<file path="src/rtl/memGatePkg.sv">
package memGatePkg;

  typedef enum logic [2:0] {
    K_REG_RD  = 3'd0,
    K_REG_WR  = 3'd1,
    K_ROM_RD  = 3'd2,
    K_ROM_VFY = 3'd3,
    K_ROM_PGM = 3'd4
  } reqKind_e;

  typedef struct packed {
    logic regRd;
    logic regWr;
    logic romRd;
    logic romVfy;
    logic romPgm;
    logic readDenied;
    logic deny;
  } gateStrobes_t;

endpackage

</file>
<file path="src/rtl/gateCtrl.sv">
module gateCtrl
  import memGatePkg::*;
#(
  parameter int REG_AW      = 8,
  parameter int DATA_W      = 8,
  parameter int PROT_LO     = 128,
  parameter int PROT_HI     = 239,
  parameter int IMR_ARM_BIT = 6
) (
  input  logic              clk,
  input  logic              porN,
  input  logic              rstN,
  input  logic              reqValid,
  input  logic [2:0]        reqKind,
  input  logic [REG_AW-1:0] regOff,
  input  logic              setRomLock,
  input  logic              setRamLock,
  input  logic [DATA_W-1:0] imrValue,
  output gateStrobes_t      strobes,
  output logic              romLocked,
  output logic              ramLocked
);

  localparam logic [REG_AW-1:0] LO_V = REG_AW'(PROT_LO);
  localparam logic [REG_AW-1:0] HI_V = REG_AW'(PROT_HI);

  logic imrArm;
  logic unusedImrBits;
  assign imrArm        = imrValue[IMR_ARM_BIT];
  assign unusedImrBits = ^imrValue;

  // Lock flags: cleared only by power-on, never by the functional reset.
  always_ff @(posedge clk or negedge porN) begin
    if (!porN) begin
      romLocked <= 1'b0;
      ramLocked <= 1'b0;
    end else begin
      if (setRomLock && rstN) romLocked <= 1'b1;
      if (setRamLock && imrArm) ramLocked <= 1'b1;
    end
  end

  logic live, inWindow, isRegRd, isRegWr, isRomRd, isRomVfy, isRomPgm;
  logic isReg, isRom, regDeny, romDeny, denyNow;

  always_comb begin
    live     = reqValid && rstN;
    inWindow = (regOff >= LO_V) && (regOff <= HI_V);
    isRegRd  = reqKind == K_REG_RD;
    isRegWr  = reqKind == K_REG_WR;
    isRomRd  = reqKind == K_ROM_RD;
    isRomVfy = reqKind == K_ROM_VFY;
    isRomPgm = reqKind == K_ROM_PGM;
    isReg    = isRegRd || isRegWr;
    isRom    = isRomRd || isRomVfy || isRomPgm;
    regDeny  = ramLocked && inWindow;
    romDeny  = romLocked;
    denyNow  = live && ((isReg && regDeny) || (isRom && romDeny));

    strobes.regRd      = live && isRegRd && !regDeny;
    strobes.regWr      = live && isRegWr && !regDeny;
    strobes.romRd      = live && (isRomRd || isRomVfy) && !romDeny;
    strobes.romVfy     = live && isRomVfy && !romDeny;
    strobes.romPgm     = live && isRomPgm && !romDeny;
    strobes.deny       = denyNow;
    strobes.readDenied = denyNow && (isRegRd || isRomRd || isRomVfy);
  end

endmodule

</file>
<file path="src/rtl/gateDatapath.sv">
module gateDatapath
  import memGatePkg::*;
#(
  parameter int ADDR_W = 14,
  parameter int REG_AW = 8,
  parameter int DATA_W = 8
) (
  input  logic              clk,
  input  logic              porN,
  input  logic              rstN,
  input  gateStrobes_t      strobes,
  input  logic [ADDR_W-1:0] reqAddr,
  input  logic [DATA_W-1:0] reqWdata,
  input  logic [DATA_W-1:0] romRdata,
  input  logic [DATA_W-1:0] regRdata,
  output logic              romRd,
  output logic              romVfy,
  output logic              romPgm,
  output logic [ADDR_W-1:0] romAddr,
  output logic              regRd,
  output logic              regWr,
  output logic [REG_AW-1:0] regAddr,
  output logic [DATA_W-1:0] memWdata,
  output logic              rdValid,
  output logic [DATA_W-1:0] rdData,
  output logic              violation
);

  logic rdPend, rdMask, rdFromRom;

  assign romRd    = strobes.romRd;
  assign romVfy   = strobes.romVfy;
  assign romPgm   = strobes.romPgm;
  assign regRd    = strobes.regRd;
  assign regWr    = strobes.regWr;
  assign romAddr  = reqAddr;
  assign regAddr  = reqAddr[REG_AW-1:0];
  assign memWdata = reqWdata;

  always_ff @(posedge clk or negedge porN) begin
    if (!porN) begin
      rdPend    <= 1'b0;
      rdMask    <= 1'b0;
      rdFromRom <= 1'b0;
      violation <= 1'b0;
    end else if (!rstN) begin
      rdPend    <= 1'b0;
      rdMask    <= 1'b0;
      rdFromRom <= 1'b0;
      violation <= 1'b0;
    end else begin
      rdPend    <= strobes.regRd || strobes.romRd || strobes.readDenied;
      rdMask    <= strobes.readDenied;
      rdFromRom <= strobes.romRd;
      violation <= strobes.deny;
    end
  end

  always_comb begin
    rdValid = rdPend;
    if (!rdPend)        rdData = '0;
    else if (rdMask)    rdData = '1;
    else if (rdFromRom) rdData = romRdata;
    else                rdData = regRdata;
  end

endmodule

</file>
<file path="src/rtl/memProtectGate.sv">
module memProtectGate
  import memGatePkg::*;
#(
  parameter int ADDR_W      = 14,
  parameter int REG_AW      = 8,
  parameter int DATA_W      = 8,
  parameter int PROT_LO     = 128,
  parameter int PROT_HI     = 239,
  parameter int IMR_ARM_BIT = 6
) (
  input  logic              clk,
  input  logic              porN,
  input  logic              rstN,
  input  logic              reqValid,
  input  logic [2:0]        reqKind,
  input  logic [ADDR_W-1:0] reqAddr,
  input  logic [DATA_W-1:0] reqWdata,
  input  logic              setRomLock,
  input  logic              setRamLock,
  input  logic [DATA_W-1:0] imrValue,
  input  logic [DATA_W-1:0] romRdata,
  input  logic [DATA_W-1:0] regRdata,
  output logic              romRd,
  output logic              romVfy,
  output logic              romPgm,
  output logic [ADDR_W-1:0] romAddr,
  output logic              regRd,
  output logic              regWr,
  output logic [REG_AW-1:0] regAddr,
  output logic [DATA_W-1:0] memWdata,
  output logic              rdValid,
  output logic [DATA_W-1:0] rdData,
  output logic              violation
);

  gateStrobes_t strobes;
  logic romLocked, ramLocked;

  gateCtrl #(
    .REG_AW(REG_AW), .DATA_W(DATA_W), .PROT_LO(PROT_LO),
    .PROT_HI(PROT_HI), .IMR_ARM_BIT(IMR_ARM_BIT)
  ) u_ctrl (
    .clk(clk), .porN(porN), .rstN(rstN), .reqValid(reqValid),
    .reqKind(reqKind), .regOff(reqAddr[REG_AW-1:0]),
    .setRomLock(setRomLock), .setRamLock(setRamLock), .imrValue(imrValue),
    .strobes(strobes), .romLocked(romLocked), .ramLocked(ramLocked)
  );

  gateDatapath #(
    .ADDR_W(ADDR_W), .REG_AW(REG_AW), .DATA_W(DATA_W)
  ) u_dp (
    .clk(clk), .porN(porN), .rstN(rstN), .strobes(strobes),
    .reqAddr(reqAddr), .reqWdata(reqWdata),
    .romRdata(romRdata), .regRdata(regRdata),
    .romRd(romRd), .romVfy(romVfy), .romPgm(romPgm), .romAddr(romAddr),
    .regRd(regRd), .regWr(regWr), .regAddr(regAddr), .memWdata(memWdata),
    .rdValid(rdValid), .rdData(rdData), .violation(violation)
  );

endmodule

</file>
<file path="config.mk">
export PLATFORM = sky130hd
export DESIGN_NAME = memProtectGate
export DESIGN_NICKNAME = d
export VERILOG_FILES = /design/src/rtl/memGatePkg.sv /design/src/rtl/gateCtrl.sv /design/src/rtl/gateDatapath.sv /design/src/rtl/memProtectGate.sv
export SDC_FILE = /design/constraint.sdc
export NUM_CORES = 1
export LEC_CHECK = 0
export BUFFER_PORTS_ARGS = -buffer_cell sky130_fd_sc_hd__buf_2
export CORE_MARGIN = 2
export CORE_UTILIZATION = 34
export CTS_CLUSTER_DIAMETER = 40
export DETAILED_ROUTE_END_ITERATION = 7
export HOLD_SLACK_MARGIN = 0.06
export PLACE_DENSITY_LB_ADDON = 0.2
export SLEW_MARGIN = 10
export SYNTH_ARGS = -nofsm -noshare
export SYNTH_HDL_FRONTEND = slang
export SYNTH_HIERARCHICAL = 1
export SYNTH_SLANG_ARGS = --single-unit
</file>
<file path="constraint.sdc">
create_clock -name clk -period 3.68 [get_ports clk]
set_input_delay 0.736 -clock clk [delete_from_list [all_inputs] [get_ports clk]]
set_output_delay 0.736 -clock clk [all_outputs]
set_load 0.05 [all_outputs]
</file>
== After elaboration in Yosys (flattened, before gate mapping) ==
Index checks and enable logic that the tools add are counted.
W data, S select, Z words.

* Bits in registers: 6
* Input port bits: 55
* Output and inout port bits: 45
* Logic and storage cells: 49

* Magnitude comparators: 2
* Equality and inequality tests: 4
* Mux-type cells: 7
* Reductions and logical operators: 30

{| class="wikitable"
|+ Operators by type and width
! operator !! count
|-
| $mux W8 || 3
|-
| $logic_and A1 B1 Y1 || 19
|-
| $ge A8 B8 Y1 const B || 1
|-
| $le A8 B8 Y1 const B || 1
|-
| $logic_or A1 B1 Y1 || 8
|-
| $eq A3 B2 Y1 const B || 2
|-
| $mux W1 || 4
|-
| $eq A3 B1 Y1 const B || 1
|-
| $eq A3 B3 Y1 const B || 1
|-
| $logic_not A3 Y1 || 1
|-
| $logic_not A1 Y1 || 2
|}

== Logic depth before layout (Yosys ltp) ==
Gate-level depths: netlist of run 1.

* Depth in word-level cells: 9
* Depth in mapped cells: 5
* Gate-level depth less buffers: 4

== Cells and area by module ==
Netlist of run 1, hierarchy kept.

{| class="wikitable"
|+ Modules (own cells, without submodules)
! module !! times used !! cells each !! area an instance (µm²) !! seq. area each (µm²)
|-
| gateDatapath || 1 || 62 || 589.3 || 100.1
|-
| gateCtrl || 1 || 26 || 193.9 || 50.0
|}

== Least setup slack after synthesis of run 1 ==
OpenSTA, ideal clock, no wires.

* Path kind: input to output
* Start point: input port reqAddr[6]
* End point: output port regRd
* Data arrival time: 1502 ps
* Required time: 2944 ps
* Setup slack: 1442 ps
* Cell stages on the path: 4
* Path buffers: 1
* Cells stage by stage: nand3_1 > and3_1 > nor4_2 > buf_4

{| class="wikitable"
|+ RTL lines
! what !! line !! source
|-
| start, declared || memProtectGate.sv:16 || <nowiki>input logic [ADDR_W-1:0] reqAddr,</nowiki>
|-
| end, declared || memProtectGate.sv:27 || <nowiki>output logic regRd,</nowiki>
|}

== Worst setup path in the final report of run 1 ==
* Start point: input port rstN
* End point: output port regRd

* Longest elaborated chain between the ends: 3

{| class="wikitable"
|+ Ends and longest elaborated chain
! what !! line !! source
|-
| start, declared || memProtectGate.sv:13 || <nowiki>input logic rstN,</nowiki>
|-
| $logic_and A1 B1 Y1 || gateCtrl.sv:47 || <nowiki>live = reqValid && rstN;</nowiki>
|-
| $logic_and A1 B1 Y1 (2 in a row) || gateCtrl.sv:60 || <nowiki>strobes.regRd = live && isRegRd && !regDeny;</nowiki>
|}

Every way passes these cells.

==> results.py, run 1 <==
metrics = {
    "global_route": {
        "gr-total-overflow": 0,
        "grt_first_pass_wirelength_mm": 2.311,
        "grt_pass1_vias": 579,
        "grt_use_total": 0.1108,
        "antenna_found_initial": 0,
        "grt_max_degree": 10,
    },
    "floorplanning": {
        "die_y_um": 52.00,
        "die_w_um": 52.00,
        "ios": 100,
        "start_util": 0.3575,
        "dieArea_um2": 2703,
        "core-area_um2": 2191,
        "std_cell_rows": 17,
    },
    "layout": {
        "antenna_cells": 0,
        "drive_gt1_frac": 0.6250,
        "multi_input_comb_area_um2": 344.1,
        "fin_util": 0.3706,
        "final_nets": 161,
        "n_fill_cell": 224,
        "regArea_um2": 150.1,
        "area_delta_synth_final_pct": 3.674,
    },
    "clock_network": {
        "clockBufferDepth": 2,
        "cts_sinks": 6,
        "htree_levels": 1,
        "hold_buffers": 0,
        "cts_setup_buffers": 0,
        "cts_made_buffers": 3,
        "cts_root_buffer": "clkbuf_4",
        "clk_latency_ns": 0.24,
        "post_cts_resized": 0,
        "cts_tree": "built",
        "cts.clk_slew.worst_paths_ns": 0.04,
    },
    "sta": {
        "finalCritPeriodShare": 0.6830,
        "fmax_ghz": 0.3978,
        "setup_ws_ns": 1.166,
        "tightest_slew_ns": 0.4708,
        "finalCriticalPeriod_ns": 2.514,
        "hold-worst-slack_ns": 0.3072,
        "tns_ns": 0,
        "rsz0062_at_grt": "no",
        "finalSetupViolCount": 0,
        "hold_viol_final": 0,
        "maxSlewViolCount": 0,
        "clock_skew_ns": 0.004721,
        "max_slew_margin": 0.6861,
    },
    "routing": {
        "drtIter0Drc": 6,
        "viasPerCell": 4.667,
        "drcViolationCount": 0,
        "vias": 616,
        "wl_per_cell_um": 11.42,
        "wirelength_mm": 1.508,
        "ant_nets": 0,
        "firstDrtPassIters": 4,
    },
    "critical_path": {
        "cp_data_arrival_time_ns": 1.78,
        "crit_type": "in2out",
        "cp-start-kind": "input pin",
        "critPathRequiredTime_ns": 2.94,
        "cp_max_fo": 7,
        "worst_setup_path_end_kind": "output pin",
    },
    "yosys": {
        "syn_inst": 88,
        "ys_seq_elements": 6,
        "synth_cell_types": 22,
        "syn_area_per_cell_um2": 8.901,
        "synth_largest_area_cell": "buf_4",
        "ys_seq_area_frac": 0.1917,
        "synth_top_area_frac": 0.3450,
        "ys_top_cells_by_count": "36 x buf_4, 8 x mux2_4, 8 x o21a_1",
        "synth_enable_flop_cells": 0,
        "synthFlopType": "dfrtp_1",
        "async_reset_ff_frac": 1.000,
        "synth_fp_nets": 143,
        "synth.cell_area_um2": 783.3,
        "synthTopCellsByArea": "buf_4 35%, dfrtp_1 19%, mux2_4 15%, o21a_1 7.7%, and2_1 2.4%",
        "synth_most_common_cell": "buf_4",
        "yosysWarnings": 6,
    },
    "place": {
        "hpwl_mm": 1.277,
        "pre_cts_ws_ns": 1.164,
        "gp_congestion": 0.6509,
        "place.port_buffers": 52,
    },
    "flow_run": {
        "cap_violations": 0,
    },
    "power_and_ir_drop": {
        "power_density_nw_per_um2": 236.5,
        "peakVddDrop_mv": 0.08674,
        "p_leak_nw": 0.4382,
    },
    "run_status": {
        "outcome": "completed",
    },
    "hold_path": {
        "worstHoldPathType": "in2async",
    },
}
[path summary, 6_finish.rpt]
kind,from,end,slack (ns),depth (start not counted)
min in group clk,u_ctrl/ramLocked,u_ctrl/ramLocked,0.52,1
hold reg to reg,u_ctrl/ramLocked,u_ctrl/ramLocked,0.52,1
setup / recovery,rstN,regRd,1.17,5
max in group asynchronous,porN,u_dp/rdFromRom,3.23,1
setup reg to reg,u_ctrl/ramLocked,u_dp/rdValid,2.56,3
hold / removal,porN,u_ctrl/ramLocked,0.31,1
[worst max-delay path, cell delays in order]
cell     delay, ns
buf_2         0.14
nand2_1       0.11
or2_1         0.27
nor4_2        0.21
buf_2         0.32
[kinds of logic after synthesis]
kind of cell	share of synthesized area
AND/OR/NAND/NOR	0.1486
AO/OA/AOI/OAI	0.1374
multiplexers	0.1534
buffers and inverters	0.3690
flip-flops	0.1917
[registers in the layout (all words and copies together), names as in the netlist]
name / count
u_dp/rdFromRom: 1
u_dp/violation: 1
u_ctrl/ramLocked: 1
u_dp/rdValid: 1
u_dp/rdMask: 1
u_ctrl/romLocked: 1
[layout by cell type (no fill, tap or decap), drive strengths merged, types with 2 or more instances in the layout]
| master | Yosys | layout |
|---|---|---|
| buf | 39 | 52 |
| mux2 | 8 | 8 |
| o21a | 8 | 8 |
| dfrtp | 6 | 6 |
| nor2 | 4 | 4 |
| nand2 | 4 | 4 |
| clkbuf | 0 | 3 |
| and2 | 3 | 3 |
| nand4 | 2 | 2 |
| nor3 | 2 | 2 |
| a21o | 2 | 2 |
| a21oi | 2 | 2 |
[per-layer routing]
| metal | vias to the layer above | GRT usage | share of wire |
|---|---|---|---|
| li1 | 298 | - | - |
| met1 | 277 | 0.1232 | 0.37 |
| met2 | 31 | 0.1899 | 0.50 |
| met3 | 10 | 0.01437 | 0.10 |
| met4 | 0 | 0.08333 | 0.021 |
| met5 | - | 0 | 0 |
[per-stage QoR]
| step | power [mW] | cell area (um2) | std cells |
|---|---|---|---|
| after floorplan | 0.1810 | 783.3 | 88 |
| after global placement | 0.1359 | 789.5 | 129 |
| after detailed placement | 0.1366 | 789.5 | 129 |
| after CTS | 0.1962 | 812.0 | 132 |
| after global routing | 0.2036 | 812.0 | 132 |
| final | 0.1920 | 812.0 | 132 |
[power breakdown]
part | internal (mW) | total [mW] | switching, mW
Clock | 0.0366 | 0.0568 | 0.0201
Combinational | 0.0256 | 0.0670 | 0.0414
Sequential | 0.0670 | 0.0683 | 0.00124
Total | 0.129 | 0.192 | 0.0628
[cell type report]
type                            instances  share of cell area
Timing Repair Buffer                   52              0.3205
Clock buffer                            3             0.02773
Tap cell                               28             0.04314
Sequential cell                         6              0.1849
Multi-Input combinational cell         43              0.4237
Power figures use the tool's default switching activity.
==> run 2: changes to the inputs <==
- ABC_AREA: unset -> 1
- CORE_UTILIZATION: 34 -> 33
- clock period: 3.68 -> 2.34 ns (I/O delays scaled with it)
==> results.py, run 2 <==
metrics = {
    "sta": {
        "finalSetupViolCount": 0,
        "hold-worst-slack_ns": 0.4349,
        "fmax_ghz": 0.4985,
        "tightest_slew_ns": 0.4424,
        "setup_ws_ns": 0.3339,
        "rsz0062_at_grt": "no",
        "maxSlewViolCount": 0,
        "clock_skew_ns": 0.002190,
        "max_slew_margin": 0.7051,
        "hold_viol_final": 0,
        "tns_ns": 0,
        "finalCritPeriodShare": 0.8573,
        "finalCriticalPeriod_ns": 2.006,
    },
    "yosys": {
        "synth_largest_area_cell": "buf_4",
        "synth_cell_types": 16,
        "synth_enable_flop_cells": 0,
        "syn_area_per_cell_um2": 6.332,
        "ys_seq_area_frac": 0.1810,
        "synth.cell_area_um2": 829.5,
        "synth_fp_nets": 186,
        "synth_most_common_cell": "buf_4",
        "ys_seq_elements": 6,
        "async_reset_ff_frac": 1.000,
        "yosysWarnings": 6,
        "synthFlopType": "dfrtp_1",
        "synthTopCellsByArea": "buf_4 33%, dfrtp_1 18%, nand2_1 13%, nor2_1 9.0%, inv_1 8.1%",
        "synth_top_area_frac": 0.3258,
        "syn_inst": 131,
        "ys_top_cells_by_count": "36 x buf_4, 29 x nand2_1, 20 x nor2_1",
    },
    "place": {
        "place.port_buffers": 52,
        "hpwl_mm": 1.320,
        "placed_area_um2": 840.8,
        "pre_cts_ws_ns": 0.5075,
        "gp_congestion": 0.7486,
    },
    "clock_network": {
        "cts_made_buffers": 3,
        "cts_tree": "built",
        "cts.clk_slew.worst_paths_ns": 0.04,
        "cts_root_buffer": "clkbuf_4",
        "clockBufferDepth": 2,
        "post_cts_resized": 0,
        "cts_sinks": 6,
        "htree_levels": 1,
        "clk_latency_ns": 0.23,
        "cts_setup_buffers": 0,
    },
    "floorplanning": {
        "start_util": 0.3410,
        "std_cell_rows": 18,
        "die_y_um": 54.14,
        "ios": 100,
        "die_w_um": 54.14,
        "dieArea_um2": 2931,
        "core-area_um2": 2432,
    },
    "flow_run": {
        "cap_violations": 0,
    },
    "global_route": {
        "gr-total-overflow": 0,
        "grt_first_pass_wirelength_mm": 2.325,
        "grt_max_degree": 13,
        "antenna_found_initial": 0,
        "grt_use_total": 0.1101,
        "grt_pass1_vias": 596,
    },
    "critical_path": {
        "worst_setup_path_end_kind": "output pin",
        "cp-start-kind": "flop",
        "cp_max_fo": 12,
        "ff2ff_setup_slack_ns": 1.34,
        "cp_data_arrival_time_ns": 1.54,
        "crit_type": "reg2out",
        "critPathRequiredTime_ns": 1.87,
    },
    "power_and_ir_drop": {
        "p_leak_nw": 0.6063,
        "peakVddDrop_mv": 0.1512,
        "power_density_nw_per_um2": 343.5,
    },
    "layout": {
        "antenna_cells": 0,
        "stdcell_area_um2": 873.3,
        "area_delta_synth_final_pct": 5.279,
        "final_nets": 208,
        "final_common_cell": "buf_2",
        "fin_util": 0.3591,
        "layout_common_cells": "52 x buf_2, 29 x nand2_1, 20 x nor2_1",
        "drive_gt1_frac": 0.4636,
    },
    "routing": {
        "firstDrtPassIters": 4,
        "ant_nets": 0,
        "drcViolationCount": 0,
        "viasPerCell": 4.077,
        "wl_per_cell_um": 8.569,
        "vias": 738,
        "drtIter0Drc": 6,
        "wirelength_mm": 1.551,
    },
    "run_status": {
        "outcome": "completed",
    },
    "hold_path": {
        "worstHoldPathType": "in2reg",
    },
}
==> run 2: final timing paths <==
check / start / end / cells after the start
min reg2reg: u_ctrl/ramLocked / u_ctrl/ramLocked / 1
max reg2reg: u_ctrl/romLocked / u_dp/rdValid / 3
min: imrValue[6] / u_ctrl/ramLocked / 2
max: u_dp/rdFromRom / rdData[4] / 6
max in group asynchronous: porN / u_dp/rdMask / 2
min in group asynchronous: porN / u_dp/rdValid / 2
==> run 2: logic make-up (layout without fill, tap and decap cells) <==
logic type	after synthesis	in the layout	synth area share
buf+inv	56	76	0.4449
compound gates	4	4	0.03168
simple gates	65	65	0.3424
flops	6	6	0.1810
==> run 2: through the flow <==
| step | power (mW) | std cells |
|---|---|---|
| floorplan | 0.2826 | 131 |
| global placement | 0.2106 | 177 |
| detailed placement | 0.2117 | 177 |
| CTS | 0.3064 | 181 |
| global route | 0.3241 | 181 |
| finish | 0.3000 | 181 |
==> run 2: cell type report <==
cell class	count	area [um2]
inverters	18	67.56
well taps	30	37.54
repair buffers	55	285.3
flip-flops and latches	6	150.1
multi-input cells	69	310.3
clock buffers	3	22.52
fillers	284	1559
==> run 2: power by group <==
part / internal [mW] / switching, mW / leakage, nW / total [mW]
Clock: 0.0576 / 0.0316 / 0.0138 / 0.0892
Sequential: 0.105 / 0.000322 / 0.0730 / 0.106
Combinational: 0.0353 / 0.0698 / 0.519 / 0.105
Total: 0.198 / 0.102 / 0.606 / 0.300
==> run 2: metal layers <==
metal / track usage / routed length [um]
met3: 0.03333 / 186
met4: 0.08333 / 4
met2: 0.1867 / 737
met1: 0.1120 / 623
met5: 0 / 0
==> run 2: critical path, stage by stage, from the launching register on <==
cell and delay, ns:
dfrtp_1 0.61, buf_4 0.22, nand2_2 0.05, nand2_1 0.05, nor2_1 0.04, nor2_1 0.07
buf_2 0.26
==> run 2: what timing repair did <==
item                                   CTS  global route
hold buffers                             1             0
setup endpoints to repair                0             0
endpoints found under the hold margin    6             0
